$ cat src/rtl/irqc_pkg.sv
package irqc_pkg;
  localparam int REG_ADDR_W    = 2;
  localparam int CTRL_NEST_BIT = 4;
  localparam int CTRL_GIE_BIT  = 5;

  typedef enum logic [REG_ADDR_W-1:0] {
    REG_PSET = 2'd0,
    REG_PCLR = 2'd1,
    REG_MASK = 2'd2,
    REG_CTRL = 2'd3
  } reg_sel_e;

  // lowest set bit of a vector; 0 when the vector is empty
  function automatic logic [4:0] first_one(input logic [31:0] v);
    logic [4:0] r;
    r = '0;
    for (int i = 31; i >= 0; i--) begin
      if (v[i]) r = 5'(i);
    end
    return r;
  endfunction
endpackage

$ cat src/rtl/irqc_pending.sv
module irqc_pending #(
  parameter int N = 16
) (
  input  logic         clk,
  input  logic         rst_n,
  input  logic [N-1:0] req_i,
  input  logic [N-1:0] set_i,
  input  logic [N-1:0] clr_i,
  output logic [N-1:0] pend_o
);
  logic [N-1:0] pend_q;

  // clears apply first, so any set source in the same cycle wins
  always_ff @(posedge clk) begin
    if (!rst_n) pend_q <= '0;
    else        pend_q <= (pend_q & ~clr_i) | set_i | req_i;
  end

  assign pend_o = pend_q;
endmodule

$ cat src/rtl/irqc_select.sv
module irqc_select #(
  parameter int N       = 16,
  parameter int RST_IDX = 0,
  parameter int EMU_IDX = 1,
  parameter int PWD_IDX = 2,
  localparam int IDX_W  = $clog2(N)
) (
  input  logic [N-1:0]     pend_i,
  input  logic [N-1:0]     mask_i,
  input  logic             gie_i,
  input  logic             nest_i,
  input  logic [N-1:0]     act_i,
  output logic             valid_o,
  output logic [IDX_W-1:0] idx_o
);
  localparam logic [N-1:0] NO_MASK  = (N'(1) << RST_IDX) | (N'(1) << EMU_IDX) | (N'(1) << PWD_IDX);
  localparam logic [N-1:0] NO_GATE  = (N'(1) << RST_IDX) | (N'(1) << EMU_IDX);

  logic [N-1:0]     eligible;
  logic [IDX_W-1:0] win_idx;
  logic [IDX_W-1:0] top_idx;
  logic             any_act;
  logic             may_take;

  assign eligible = pend_i & (mask_i | NO_MASK) & (gie_i ? {N{1'b1}} : NO_GATE);
  assign win_idx  = IDX_W'(irqc_pkg::first_one(32'(eligible)));
  assign top_idx  = IDX_W'(irqc_pkg::first_one(32'(act_i)));
  assign any_act  = |act_i;
  assign may_take = !any_act || (nest_i && (win_idx < top_idx));
  assign valid_o  = (|eligible) && may_take;
  assign idx_o    = win_idx;
endmodule

$ cat src/rtl/irqc_active.sv
module irqc_active #(
  parameter int N      = 16,
  localparam int IDX_W = $clog2(N)
) (
  input  logic             clk,
  input  logic             rst_n,
  input  logic             push_i,
  input  logic [IDX_W-1:0] push_idx_i,
  input  logic             pop_i,
  output logic [N-1:0]     act_o
);
  logic [N-1:0] act_q;
  logic [N-1:0] after_pop;

  // levels nest in strictly rising priority, so the top is the lowest set bit
  assign after_pop = pop_i ? (act_q & (act_q - N'(1))) : act_q;

  always_ff @(posedge clk) begin
    if (!rst_n)      act_q <= '0;
    else if (push_i) act_q <= after_pop | (N'(1) << push_idx_i);
    else             act_q <= after_pop;
  end

  assign act_o = act_q;
endmodule

$ cat src/rtl/irqc_top.sv
module irqc_top #(
  parameter int N_IRQ   = 16,
  parameter int DATA_W  = 16,
  parameter int RST_IDX = 0,
  parameter int EMU_IDX = 1,
  parameter int PWD_IDX = 2,
  localparam int IDX_W  = $clog2(N_IRQ)
) (
  input  logic                            clk,
  input  logic                            rst_n,
  input  logic [N_IRQ-1:0]                req_i,
  input  logic                            wr_en_i,
  input  logic [irqc_pkg::REG_ADDR_W-1:0] addr_i,
  input  logic [DATA_W-1:0]               wdata_i,
  output logic [DATA_W-1:0]               rd_data_o,
  input  logic                            ack_i,
  input  logic                            rti_i,
  output logic                            svc_valid_o,
  output logic [IDX_W-1:0]                svc_idx_o
);
  import irqc_pkg::*;

  logic [N_IRQ-1:0] pend_q, mask_q, act_q, set_vec, clr_vec;
  logic             gie_q, nest_q, take;
  logic             wr_pset, wr_pclr, wr_mask, wr_ctrl;

  assign wr_pset = wr_en_i && (addr_i == REG_PSET);
  assign wr_pclr = wr_en_i && (addr_i == REG_PCLR);
  assign wr_mask = wr_en_i && (addr_i == REG_MASK);
  assign wr_ctrl = wr_en_i && (addr_i == REG_CTRL);
  assign take    = ack_i && svc_valid_o;

  assign set_vec = wr_pset ? wdata_i[N_IRQ-1:0] : '0;
  assign clr_vec = (wr_pclr ? wdata_i[N_IRQ-1:0] : '0) |
                   (take ? (N_IRQ'(1) << svc_idx_o) : '0);

  always_ff @(posedge clk) begin
    if (!rst_n) begin
      mask_q <= '0;
      gie_q  <= 1'b0;
      nest_q <= 1'b0;
    end else begin
      if (wr_mask) mask_q <= wdata_i[N_IRQ-1:0];
      if (wr_ctrl) begin
        gie_q  <= wdata_i[CTRL_GIE_BIT];
        nest_q <= wdata_i[CTRL_NEST_BIT];
      end
    end
  end

  irqc_pending #(.N(N_IRQ)) u_pend (
    .clk(clk), .rst_n(rst_n), .req_i(req_i),
    .set_i(set_vec), .clr_i(clr_vec), .pend_o(pend_q)
  );

  irqc_select #(.N(N_IRQ), .RST_IDX(RST_IDX), .EMU_IDX(EMU_IDX), .PWD_IDX(PWD_IDX)) u_sel (
    .pend_i(pend_q), .mask_i(mask_q), .gie_i(gie_q), .nest_i(nest_q),
    .act_i(act_q), .valid_o(svc_valid_o), .idx_o(svc_idx_o)
  );

  irqc_active #(.N(N_IRQ)) u_act (
    .clk(clk), .rst_n(rst_n), .push_i(take), .push_idx_i(svc_idx_o),
    .pop_i(rti_i), .act_o(act_q)
  );

  always_comb begin
    rd_data_o = '0;
    case (addr_i)
      REG_PSET, REG_PCLR: rd_data_o = DATA_W'(pend_q);
      REG_MASK:           rd_data_o = DATA_W'(mask_q);
      default: begin
        rd_data_o[CTRL_GIE_BIT]  = gie_q;
        rd_data_o[CTRL_NEST_BIT] = nest_q;
      end
    endcase
  end
endmodule

$ cat config.mk
export PLATFORM = sky130hd
export DESIGN_NAME = irqc_top
export DESIGN_NICKNAME = d
export VERILOG_FILES = /design/src/rtl/irqc_pkg.sv /design/src/rtl/irqc_pending.sv /design/src/rtl/irqc_select.sv /design/src/rtl/irqc_active.sv /design/src/rtl/irqc_top.sv
export SDC_FILE = /design/constraint.sdc
export NUM_CORES = 1
export LEC_CHECK = 0
export CORE_MARGIN = 2
export CORE_UTILIZATION = 45
export CTS_BUF_LIST = sky130_fd_sc_hd__clkbuf_4
export CTS_CLUSTER_SIZE = 30
export DETAILED_ROUTE_END_ITERATION = 7
export GPL_TIMING_DRIVEN = 0
export HOLD_SLACK_MARGIN = 0.1
export PLACE_DENSITY_LB_ADDON = 0.15
export SLEW_MARGIN = 20
export SYNTH_ARGS = -nofsm -noshare
export SYNTH_HDL_FRONTEND = slang
export SYNTH_HIERARCHICAL = 1
export SYNTH_SLANG_ARGS = --single-unit
$ cat constraint.sdc
create_clock -name clk -period 8.5 [get_ports clk]
set_input_delay 1.7 -clock clk [delete_from_list [all_inputs] [get_ports clk]]
set_output_delay 1.7 -clock clk [all_outputs]
set_load 0.05 [all_outputs]
==> key figures <==
Run status
  • Status: finished, final reports clean

Global route
  • Vias in the first global route: 3065
  • Antenna violations before repair: 0
  • Global-route wire length before repair: around 16 mm
  • GRT overflow: 0
  • Largest net degree at the start of global routing: 15
  • GRT Resource Usage Total: 0.239

Placement
  • Routability cong.: between 0.9 and 1
  • Port Buffers: 57
  • Detailed placer's ending HPWL: 7.20 mm

Hold path
  • Min-delay src: mask_q[2]
  • Worst min-delay path class: flip-flop to flip-flop
  • Hold path cells: 2
  • Hold worst-path end: mask_q[2]

Finish
  • Footprint of the multi-input gates: 0.00212 mm²
  • Total area of sequential cells: between 0.001 and 0.0015 mm²
  • N_diodes: 0
  • Share of cells above drive strength 1: 0.112
  • Post-layout nets: 516
  • Area grow syn2layout: 23.4%
  • Fill count: between 700 and 800

Setup path
  • Critical Path End Type: output pin
  • Critical Path AT: 3.87 ns
  • Reg2reg path depth: 12
  • Largest stage delay, worst path: 0.87 ns
  • Worst path cell trace: and2_4, o21ai_1, and4_1, nor2b_1, ha_1, a211oi_1, o2bb2ai_1, a21oi_2, clkdlybuf4s50_1
  • CP Class: flip-flop to output pin
  • CP Max Fanout: 11
  • FF-to-FF End: u_act/act_o[1]
  • WP data required: 6.80 ns
  • CP top delay family: simple AND/OR/NAND/NOR gates
  • Setup crit start: u_pend/pend_o[3]
  • Crit path launch type: flip-flop
  • Slowest-stage cell, CP: clkdlybuf4s50_1
  • Worst R2R Setup Slack: around 4.8 ns
  • Reg-to-reg critical path startpoint: u_pend/pend_o[3]
  • Buf+Inv Stages, Crit Path: 1

Route
  • Vias per cell: about 5.7
  • Number of DRC markers in iteration 0: 258
  • DR pass1 iterations: 5
  • Vias: between 3k and 4k
  • Remaining DRCs: 0
  • Routed WL: between 9 and 10 mm
  • Wire per inst: about 17 µm
  • Post-DRT Antenna Nets: 0

Synth
  • Commonest cells post-synth: 66 x nand2_1, 50 x dfxtp_1, 25 x nor2b_1
  • Yosys warning count: 6
  • Sequential share of the synthesized area: 0.299
  • Post-synth top area share: 0.299
  • Mapped cell area: ~0.0034 mm²
  • Top cells by area, synth: dfxtp_1 30%, nand2_1 7.4%, mux2i_1 6.0%
  • Syn avg cell area: about 8.2 µm²
  • Mapped Cells: 410
  • Post-synth top flop: dfxtp_1
  • EDFF count, synth: 0
  • Post-synth ARST share: 0
  • #FFs+latches synth: 50
  • Area leader, netlist: dfxtp_1
  • Count of cell types in the netlist: 61
  • Most frequent cell after synthesis: nand2_1
  • Syn_nets: ~450

Clock network
  • CTS tree: built
  • Cts bufs inserted: 5
  • Cts repair resizes: 0
  • Clock Tree Buf Depth: 2
  • Htree depth: 2
  • Clk sink count: 50
  • Setup bufs post-CTS: 0
  • Worst-Skew Late Latency: ~0.38 ns
  • Clk pin slew, worst setup/hold paths: roughly 0.15 ns
  • CTS root buffer: clkbuf_4
  • Hold Buf Count CTS: 0

Floorplanning
  • Die ar.: between 0.008 and 0.009 mm²
  • Core ar.: about 0.0073 mm²
  • Initial Util: 0.462
  • Row count: 31
  • Die H: 90.3 µm
  • Die Wd: ~90 µm
  • Boundary Pins: 60

Timing
  • WHS: 0.477 ns
  • Fin crit share: 0.655
  • Worst Skew: ~0.013 ns
  • Fin crit period: approximately 5.6 ns
  • Worst Max-Slew Pin Slew: 0.787 ns
  • TNS Setup: 0 ns
  • Final Slew Violations: 0
  • Maximum clock rate: around 180 MHz
  • Slew headroom: 0.474
  • RSZ-0062 raised after global routing: no
  • Fin. Hold Viols: 0
  • Final setup vio count: 0

Power and ir drop
  • Cell leakage power: around 1.5 nW
  • Power Density: ~130 mW/mm²
  • Max VDD drop: around 0.08 mV

Run
  • Max cap viols: 0
-- flip-flops by register name, indices dropped and copies added (netlist names) --
signal	count
u_pend/pend_o	16
u_act/act_o	16
mask_q	16
nest_q	1
gie_q	1
-- per-stage QoR --
step	total power, W	std cells	util	setup WS, ns	area [µm²]
6_report	0.000534	574	0.570	2.93	4140
5_1_grt	0.000557	574	0.570	2.74	4140
4_1_cts	0.000535	574	0.569	2.84	4130
3_5_place_dp	0.000388	566	0.558	3.22	4050
3_3_place_gp	0.000387	566	0.558	3.20	4050
2_1_floorplan	0.000338	410	-	3.24	3350
-- area by class of cell --
cell class	instances	share of cell area
Buffer	24	0.0399
Clock buffer	7	0.0127
Clock inverter	1	0.00726
Inverter	20	0.0181
Multi-Input combinational cell	316	0.512
Sequential cell	50	0.242
Tap cell	99	0.0299
Timing Repair Buffer	57	0.138
-- worst reg2reg max path, cell delays in order (launching register included) --
cell	delay [ns]
dfxtp_1	0.36
and2_4	0.17
o21ai_1	0.23
and4_1	0.26
nor2b_1	0.60
ha_1	0.37
a211oi_1	0.27
o2bb2ai_1	0.10
a21oi_2	0.27
and2_1	0.24
nor3b_1	0.49
nand2_1	0.11
a21boi_0	0.18
-- worst max-delay path by stage --
stage	endpoint	slack, ns	depth (start not counted)
2_1_floorplan	svc_valid_o	3.24	9
6_report	svc_valid_o	2.93	9
5_1_grt	svc_valid_o	2.74	9
3_3_place_gp	rd_data_o[14]	3.20	6
3_5_place_dp	rd_data_o[14]	3.22	6
4_1_cts	svc_valid_o	2.84	10
-- routing by layer --
layer  wire length (µm)  part of all wire  track usage  up-vias
met5                  0                 0            0        -
met4                126             0.013       0.0526        0
met3                558             0.058       0.0434       13
met2               4270              0.44        0.365      101
met1               4750              0.49        0.351     1562
li1                   -                 -            -     1608
-- power breakdown --
group	switching, W	internal (W)
Clock	0.0000803	0.0000689
Combinational	0.0000726	0.0000580
Sequential	0.00000978	0.000244
-- cells by family after synthesis --
kind of cell               synth area share
AOI/OAI and AO/OA                     0.240
adders and majority gates            0.0112
buffers and inverters                0.0716
DFF                                   0.299
muxes                                0.0597
and+or+nand+nor                       0.319
-- cells in the final DEF, fill, tap and decap left out, drive strengths merged, types with 14 or more instances in the layout --
master	n
nand2	66
clkdlybuf4s50	57
dfxtp	50
o21ai	26
nor2b	25
inv	20
mux2i	20
clkbuf	20
and2	19
o31a	16
nor2	15
nand3b	14
(Power assumes the default switching activity.)
